[config.mk]
export PLATFORM = sky130hd
export DESIGN_NAME = sdhost_vreg_frontend
export DESIGN_NICKNAME = d
export VERILOG_FILES = /design/src/rtl/sdv_pkg.sv /design/src/rtl/sdv_decode.sv /design/src/rtl/sdv_hostregs.sv /design/src/rtl/sdv_slot_rst.sv /design/src/rtl/sdhost_vreg_frontend.sv
export SDC_FILE = /design/constraint.sdc
export NUM_CORES = 2
export LEC_CHECK = 0
export BUFFER_PORTS_ARGS = -buffer_cell sky130_fd_sc_hd__buf_2
export CAP_MARGIN = 40
export CORE_MARGIN = 4
export CORE_UTILIZATION = 30
export CTS_CLUSTER_DIAMETER = 40
export DETAILED_ROUTE_END_ITERATION = 6
export GPL_TIMING_DRIVEN = 0
export PLACE_DENSITY = 0.41
export SYNTH_ARGS = -nofsm -noshare
export SYNTH_HDL_FRONTEND = slang
export SYNTH_HIERARCHICAL = 1
export SYNTH_SLANG_ARGS = --single-unit
[constraint.sdc]
create_clock -name clk_i -period 3.2 [get_ports clk_i]
set_clock_uncertainty 0.2 [all_clocks]
set_input_delay 0.48 -clock clk_i [delete_from_list [all_inputs] [get_ports clk_i]]
set_output_delay 0.48 -clock clk_i [all_outputs]
set_load 0.02 [all_outputs]
[src/rtl/sdv_pkg.sv]
package sdv_pkg;
  typedef enum logic [1:0] {
    RGN_HOST = 2'd0,
    RGN_SLOT = 2'd1,
    RGN_NONE = 2'd2
  } region_e;
endpackage

[src/rtl/sdv_decode.sv]
module sdv_decode
  import sdv_pkg::*;
#(
  parameter int ADDR_W     = 12,
  parameter int SIZE_W     = 3,
  parameter int WORD_BYTES = 4,
  parameter int HOST_BYTES = 256,
  parameter int SLOT_BASE  = 512,
  parameter int SLOT_BYTES = 256
) (
  input  logic [ADDR_W-1:0] addr_i,
  input  logic [SIZE_W-1:0] size_i,
  output logic              aligned_o,
  output region_e           rgn_o
);
  localparam int LSB_W = $clog2(WORD_BYTES);
  localparam int SLOT_END = SLOT_BASE + SLOT_BYTES;

  int unsigned a;
  assign a = int'(addr_i);

  assign aligned_o = (size_i == SIZE_W'(WORD_BYTES)) && (addr_i[LSB_W-1:0] == '0);

  always_comb begin
    if (a < HOST_BYTES)                      rgn_o = RGN_HOST;
    else if (a >= SLOT_BASE && a < SLOT_END) rgn_o = RGN_SLOT;
    else                                     rgn_o = RGN_NONE;
  end
endmodule

[src/rtl/sdv_hostregs.sv]
module sdv_hostregs #(
  parameter int              DATA_W      = 32,
  parameter int              WORDS       = 64,
  parameter int              IDX_W       = $clog2(WORDS),
  parameter int              ID_IDX      = 0,
  parameter int              PHY_IDX     = 4,
  parameter int              EMMC_IDX    = 6,
  parameter int              SWR_BIT     = 0,
  parameter int              PHY_WR_BIT  = 24,
  parameter int              PHY_RD_BIT  = 25,
  parameter int              PHY_ACK_BIT = 26,
  parameter int              TUNE_BIT    = 15,
  parameter logic [DATA_W-1:0] ID_RESET  = 32'h0001_0000
) (
  input  logic              clk_i,
  input  logic              rst_ni,
  input  logic              wr_i,
  input  logic [IDX_W-1:0]  idx_i,
  input  logic [DATA_W-1:0] wdata_i,
  output logic [DATA_W-1:0] rdata_o,
  output logic              swr_o
);
  logic [DATA_W-1:0] mem [WORDS];
  logic [DATA_W-1:0] shaped;

  assign swr_o = wr_i && (idx_i == IDX_W'(ID_IDX)) && wdata_i[SWR_BIT];

  always_comb begin
    shaped = wdata_i;
    if (idx_i == IDX_W'(PHY_IDX))
      shaped[PHY_ACK_BIT] = wdata_i[PHY_WR_BIT] | wdata_i[PHY_RD_BIT];
    if (idx_i == IDX_W'(EMMC_IDX))
      shaped[TUNE_BIT] = 1'b0;
  end

  for (genvar g = 0; g < WORDS; g++) begin : g_word
    if (g == ID_IDX) begin : g_id
      // read-only apart from the self-clearing reset bit
      always_ff @(posedge clk_i or negedge rst_ni) begin
        if (!rst_ni)    mem[g] <= ID_RESET;
        else if (swr_o) mem[g] <= ID_RESET;
      end
    end else begin : g_rw
      always_ff @(posedge clk_i or negedge rst_ni) begin
        if (!rst_ni)                              mem[g] <= '0;
        else if (swr_o)                           mem[g] <= '0;
        else if (wr_i && idx_i == IDX_W'(g))      mem[g] <= shaped;
      end
    end
  end

  assign rdata_o = mem[idx_i];
endmodule

[src/rtl/sdv_slot_rst.sv]
module sdv_slot_rst (
  input  logic clk_i,
  input  logic rst_ni,
  input  logic swr_i,
  output logic pulse_o
);
  logic por_q;
  logic pulse_q;

  always_ff @(posedge clk_i or negedge rst_ni) begin
    if (!rst_ni) begin
      por_q   <= 1'b1;
      pulse_q <= 1'b0;
    end else begin
      por_q   <= 1'b0;
      pulse_q <= por_q | swr_i;
    end
  end

  assign pulse_o = pulse_q;
endmodule

[src/rtl/sdhost_vreg_frontend.sv]
module sdhost_vreg_frontend
  import sdv_pkg::*;
#(
  parameter int ADDR_W     = 12,
  parameter int DATA_W     = 32,
  parameter int SIZE_W     = 3,
  parameter int HOST_WORDS = 64,
  parameter int SLOT_BASE  = 512,
  parameter int SLOT_BYTES = 256,
  localparam int WORD_BYTES = DATA_W / 8,
  localparam int LSB_W      = $clog2(WORD_BYTES),
  localparam int IDX_W      = $clog2(HOST_WORDS),
  localparam int SLOT_AW    = $clog2(SLOT_BYTES)
) (
  input  logic               clk_i,
  input  logic               rst_ni,
  input  logic [ADDR_W-1:0]  addr_i,
  input  logic [DATA_W-1:0]  wdata_i,
  input  logic               we_i,
  input  logic               re_i,
  input  logic [SIZE_W-1:0]  size_i,
  output logic [DATA_W-1:0]  rdata_o,
  output logic               err_o,
  output logic               slot_req_o,
  output logic               slot_we_o,
  output logic               slot_re_o,
  output logic [SLOT_AW-1:0] slot_addr_o,
  output logic [DATA_W-1:0]  slot_wdata_o,
  input  logic [DATA_W-1:0]  slot_rdata_i,
  output logic               slot_reset_o
);
  logic              aligned;
  region_e           rgn;
  logic              acc;
  logic              host_wr;
  logic              swr;
  logic [DATA_W-1:0] host_rd;
  logic [DATA_W-1:0] rd_mux;
  logic [DATA_W-1:0] rdata_q;
  logic              err_q;

  sdv_decode #(
    .ADDR_W(ADDR_W), .SIZE_W(SIZE_W), .WORD_BYTES(WORD_BYTES),
    .HOST_BYTES(HOST_WORDS * WORD_BYTES),
    .SLOT_BASE(SLOT_BASE), .SLOT_BYTES(SLOT_BYTES)
  ) u_dec (
    .addr_i(addr_i), .size_i(size_i), .aligned_o(aligned), .rgn_o(rgn)
  );

  assign acc     = we_i | re_i;
  assign host_wr = we_i & aligned & (rgn == RGN_HOST);

  sdv_hostregs #(
    .DATA_W(DATA_W), .WORDS(HOST_WORDS), .IDX_W(IDX_W)
  ) u_regs (
    .clk_i(clk_i), .rst_ni(rst_ni), .wr_i(host_wr),
    .idx_i(addr_i[IDX_W+LSB_W-1:LSB_W]), .wdata_i(wdata_i),
    .rdata_o(host_rd), .swr_o(swr)
  );

  sdv_slot_rst u_srst (
    .clk_i(clk_i), .rst_ni(rst_ni), .swr_i(swr), .pulse_o(slot_reset_o)
  );

  // slot base is a multiple of the slot size, so the low bits are the offset
  assign slot_req_o   = acc & aligned & (rgn == RGN_SLOT);
  assign slot_we_o    = slot_req_o & we_i;
  assign slot_re_o    = slot_req_o & re_i;
  assign slot_addr_o  = addr_i[SLOT_AW-1:0];
  assign slot_wdata_o = wdata_i;

  always_comb begin
    rd_mux = '0;
    if (aligned) begin
      unique case (rgn)
        RGN_HOST: rd_mux = host_rd;
        RGN_SLOT: rd_mux = slot_rdata_i;
        default:  rd_mux = '0;
      endcase
    end
  end

  always_ff @(posedge clk_i or negedge rst_ni) begin
    if (!rst_ni) begin
      rdata_q <= '0;
      err_q   <= 1'b0;
    end else begin
      if (re_i) rdata_q <= rd_mux;
      err_q <= acc & ~aligned;
    end
  end

  assign rdata_o = rdata_q;
  assign err_o   = err_q;
endmodule

Word level (Yosys, flattened, before mapping)
Index checks and enable logic that the tools add are counted.

storage, ports and cells
  logic and storage cells = 416
  output and inout port bits = 77
  input bits = 83
  bits in registers = 2051

cells by class
  multiplexer cells = 135
  equality and inequality tests = 65
  reduce and logical (&&, ||, !) cells = 133
  bitwise logic cells = 12
  $lt $le $gt $ge = 4

operators with widths
  operator                                                count
  two-way mux 32 bit                                      129
  binary-select mux 32 bit (select 6 bit)                 1
  equality test 6 bit (second input constant)             32
  nonzero test 2 bit                                      63
  equality test 6 x 5 -> 1 bit (second input constant)    16
  logical AND 1 bit                                       67
  case mux 32 bit (2 select lines)                        1
  equality test 6 x 4 -> 1 bit (second input constant)    8
  equality test 6 x 3 -> 1 bit (second input constant)    4
  equality test 6 x 2 -> 1 bit (second input constant)    2
  >= comparator 12 x 10 -> 1 bit (second input constant)  1
  < comparator 12 x 10 -> 1 bit (second input constant)   1
  < comparator 12 x 9 -> 1 bit (second input constant)    1
  bitwise AND 1 bit                                       7
  >= comparator 7 bit (second input constant)             1
  NOT 6 -> 7 bit                                          1
  equality test 6 x 1 -> 1 bit (second input constant)    1
  zero test 6 bit                                         1
  zero test 2 bit                                         2
  two-way mux 2 bit                                       2
  equality test 3 bit (second input constant)             1
  bitwise OR 1 bit                                        3
  equality test 2 x 1 -> 1 bit (second input constant)    1
  two-way mux 1 bit                                       2
  NOT 1 bit                                               1

Longest topological paths before layout
  depth in word-level cells = 9
  gate-level depth with buffers = 14

Modules after synthesis
The synthesis kept the hierarchy.

by module, submodules not included
  module                area an instance (sq um)  cells each  times used  sequential area each (sq um)
  sdv_hostregs          96374.9                   10454       1           50448.4
  sdhost_vreg_frontend  1961.9                    189         1           825.8
  sdv_slot_rst          61.3                      4           1           51.3
  sdv_decode            33.8                      5           1           0.0

Least setup slack after synthesis
OpenSTA, ideal clock, no wires.

  path type = input port to flip-flop
  start point = input port addr_i[10]
  end point = register u_regs/mem[1487] in the netlist's numbering
  slack = 266 ps
  setup time = 134 ps
  data arrival time = 2600 ps
  cell stages on the path = 10
  data required time = 2866 ps
  path through = or3_4 -> nand3b_1 -> nor2_1 -> inv_1 -> nor3_2 -> buf_2 -> nand3_1 -> clkbuf_1 -> nand3_1 -> o21ai_0

between the ends
  longest elaborated chain between the ends = 9

RTL lines
  what                                                                             line                        RTL
  start, declared                                                                  sdhost_vreg_frontend.sv:17  input logic [ADDR_W-1:0] addr_i,
  >= comparator 12 x 10 -> 1 bit or < comparator 12 x 10 -> 1 bit (tied branches)  sdv_decode.sv:26            else if (a >= SLOT_BASE && a < SLOT_END) rgn_o = RGN_SLOT;
  logical AND 1 bit                                                                sdv_decode.sv:26
  two-way mux 2 bit                                                                sdv_decode.sv:26
  two-way mux 2 bit (*)                                                            sdv_decode.sv:25            if (a < HOST_BYTES) rgn_o = RGN_HOST;
  zero test 2 bit (*)                                                              sdhost_vreg_frontend.sv:51  assign host_wr = we_i & aligned & (rgn == RGN_HOST);
  bitwise AND 1 bit (*)                                                            sdhost_vreg_frontend.sv:51
  via host_wr                                                                      sdhost_vreg_frontend.sv:35  logic host_wr;
  logical AND 1 bit (2 in a row)                                                   sdv_hostregs.sv:26          assign swr_o = wr_i && (idx_i == IDX_W'(ID_IDX)) && wdata_i[SWR_BIT];
  two-way mux 32 bit or nonzero test 2 bit (tied branches)                         n/a
  end signal, assigned by index                                                    sdv_hostregs.sv:47          else if (wr_i && idx_i == IDX_W'(g)) mem[g] <= shaped;
  end, declared                                                                    sdv_hostregs.sv:23          logic [DATA_W-1:0] mem [WORDS];

Mark *: on every way through the listed nets, which the timed path passes. The rest lies on a longest branch.
A chain may end at the register's enable or synchronous reset.

Worst setup path in the final report
  start point = input port addr_i[4]
  end point = register rdata_q[20] (netlist: rdata_o[20])

RTL lines
  what                                                   line                        RTL
  NOT 6 -> 7 bit (implied by the code)                   sdv_hostregs.sv:52          assign rdata_o = mem[idx_i];
  binary-select mux 32 bit (select 6 bit)                sdv_hostregs.sv:52
  two-way mux 32 bit (implied by the code) (2 in a row)  sdv_hostregs.sv:52
  via host_rd[20]                                        sdhost_vreg_frontend.sv:37  logic [DATA_W-1:0] host_rd;
  case mux 32 bit (2 select lines)                       sdhost_vreg_frontend.sv:75  unique case (rgn)
  two-way mux 32 bit                                     sdhost_vreg_frontend.sv:74  if (aligned) begin
  end signal, assigned                                   sdhost_vreg_frontend.sv:88  if (re_i) rdata_q <= rd_mux;
  end, declared                                          sdhost_vreg_frontend.sv:39  logic [DATA_W-1:0] rdata_q;

The timed path passes the listed nets, and every way through them passes these cells. The select of a mux whose other input is x is not followed.

==> impl_metrics.tcl <==
set metrics [dict create \
    status "finished, violations left" \
    violations "DRC, hold timing, setup timing" \
    synth_edf_count 0 \
    postRouteAntennaNets 0 \
    clock_path_buffers 4 \
    criticalPathCategory "input port to flip-flop" \
    gp_congestion 1.009 \
    worst_slack_ns -0.1058 \
    endpoint "rdata_o[20]$_DFFE_PN0P_" \
    ys_ff_latch 2051 \
    period_share_pct 103.3 \
    synth_top_cell_by_area "dfrtp_1" \
    cts-htree-levels 5 \
    cp_num_buf_inv 6 \
    ys_top_cells_by_area "dfrtp_1, nand2_1, a21oi_1" \
    synth_fp_nets 10740 \
    r2r_start "u_regs/mem[543]$_DFFE_PN0P_" \
    grt_usage_pct 30.99 \
    drt-pass1-iter-count 7 \
    worstMarginPinSlew_ns 1.098 \
    hold_violations 170 \
    path_max_fanout 10 \
    syn2layout_area_growth_pct 26.54 \
    fmax_mhz 302.5 \
    required_ns 3.88 \
    final_common_cell "nand2_1" \
    slowest_delay_ns 0.68 \
    crit_chain "buf_2, buf_4, buf_4, buf_6, buf_8, buf_6, mux2i_4, a221oi_2, a21oi_1, o21ai_1, mux2i_1, o22ai_1" \
    mostFrequentLayoutCells "nand2_1, dfrtp_1, a21oi_1, clkbuf_1, buf_2" \
    max_cap_viol_count 0 \
    reg2reg_slack_ns 0.02 \
    end_kind "flip-flop" \
    grt_antenna_before_repair 37 \
    initial_core_util_pct 30.11 \
    dp.cells 15280 \
    die_area_sq_um 337300 \
    overflow 0 \
    wl_mm 542.0 \
    ys_warn_count 6 \
    setup_tns_ns -1.052 \
    drc 6 \
    clock_latency_ns 0.99 \
    grt_start_max_net_pins 157 \
    p_per_area_nw_per_um2 624.6 \
    fin_total_pwr_mw 77.80 \
    rows 210 \
    crit_start "addr_i[4]" \
    grt_pass1_wl_mm 729.9 \
    finalMaxSlewViolations 0 \
    post-route-min-period_ns 3.306 \
    drt_iter0_drc 10920 \
    vdd_ir_drop_max_uv 436.4 \
    cts_buffers 425 \
    fill_cells 32860 \
    cp.depth 12 \
    worst_ep_arrival_time_ns 3.99 \
    dp_hpwl_mm 407.4 \
    yosysSeqAreaShare_pct 52.14 \
    clock_sinks 2051 \
    setup_violations 25 \
    whs_ns -0.7019 \
    synth_area_sq_um 98430 \
    cp_top_family "buffers and inverters" \
    cts-root-buf "clkbuf_16" \
    rsz0062_at_grt "yes" \
    cts.clk_slew.worst_paths_ns 0.05 \
    synth_cell_types 56 \
    synth-main-ff-cell "dfrtp_1" \
    crit_slowest_cell "a221oi_2" \
    fin_cells 16170 \
    dieHeight_um 580.8 \
    regToRegEndpoint "rdata_o[31]$_DFFE_PN0P_" \
    port_buffers 128 \
    avgViaCountPerCell 5.546 \
    cts_tree "yes" \
    maxSlewHeadroom_pct 26.77 \
    avgSynthCellArea_sq_um 9.241 \
    p_leak_nw 53.62 \
    nets 11520 \
    vias 89660 \
    synthDominantCellAreaShare_pct 52.12 \
    r2r_cells 7 \
    ios 160 \
    wl_per_cell_um 33.53 \
    drive_above_1_share_pct 19.59 \
    synth-async-reset-ratio_pct 100.0 \
    critPathLaunchType "input port" \
    synthCells 10650 \
    hold_path_class "input port to asynchronous set/reset pin" \
    core_area_sq_um 326900 \
    grt_pass1_vias 86400 \
    die_w_um 580.8 \
]
[state kept, by name, summed over array words and instances, names as in the netlist]
register and cells:
rdata_o 32, u_srst/pulse_o 1, u_srst/por_q 1, err_o 1, u_regs/mem 2016
[synthesized netlist by cell type, drive strengths merged (2+ instances only)]
cell type and number:
nand2 3860, dfrtp 2050, a21oi 1989, buf 578
clkbuf 531, mux4 348, mux2i 300, nand3 186
o21ai 169, a22oi 144, nor2 105, mux2 69
o22ai 45, inv 38, a221oi 33, a31oi 33
a22o 23, nor2b 19, o31a 19, a222oi 18
nor3 16, and3 13, a211oi 12, o221ai 11
o31ai 11, o211ai 5, and2 4, nand2b 4
nand3b 4, nor4 2, or2 2
[how the worst min path moves through the flow]
stage                                      start                            to  cells after the start
floorplan                                 rst_ni               err_o$_DFF_PN0_                      0
global placement    u_regs/mem[1120]$_DFFE_PN0P_  u_regs/mem[1120]$_DFFE_PN0P_                      2
detailed placement                        rst_ni  u_regs/mem[1644]$_DFFE_PN0P_                      1
CTS                                       rst_ni  u_regs/mem[1644]$_DFFE_PN0P_                      1
global route                              rst_ni  u_regs/mem[1643]$_DFFE_PN0P_                      2
finish                                    rst_ni  u_regs/mem[1644]$_DFFE_PN0P_                      2
[stage by stage]
step	instance area [sq um]	utilization (%)	setup slack, ns
5_1_grt	124500	38.09	-0.03540
4_1_cts	123700	37.84	-0.04382
2_1_floorplan	98430	-	0.2664
3_3_place_gp	104500	31.97	-47.36
3_5_place_dp	106800	32.68	-2.454
6_report	124600	38.11	-0.1058
[cell type report]
cell class	instances	area, sq um	share of cell area (%)
flip-flops and latches	2051	51330	41.21
multi-input cells	7453	42480	34.11
clock buffers	549	11870	9.530
plain buffers	1107	6010	4.825
well taps	4346	5438	4.366
repair buffers	357	3865	3.103
clock inverters	234	3329	2.673
inverters	39	157.7	0.1266
diodes	32	80.08	0.06429
[power by group]
part	total, mW	internal (mW)	switching, mW	leakage [nW]
registers	26.1	26.0	0.0190	28.7
logic	4.48	1.10	3.38	17.6
clock network	47.3	31.9	15.4	7.39
[repair_timing]
item                                   in CTS  in global routing
hold buffers                               48                  8
setup buffers                               4                  4
gates resized for setup                   288                186
endpoints found under the hold margin     361                236
pin swaps                                  11                  6
setup endpoints to repair                2391               2013
gates cloned                                1                  6
[logic make-up after synthesis]
family                 share of synthesized area, %
AO/OA/AOI/OAI                                 13.77
buffers and inverters                         5.663
flip-flops                                    52.14
multiplexers                                  11.80
other                                      0.003810
AND/OR/NAND/NOR                               16.61
[metal layers]
layer	global-route usage, %	vias to the layer above	wire, um
li1	-	37740	-
met1	41.81	46420	223700
met2	46.15	4543	235700
met3	6.915	937	48320
met4	17.07	18	34200
met5	0	-	107
No activity file was read; power rests on OpenSTA's default activity.
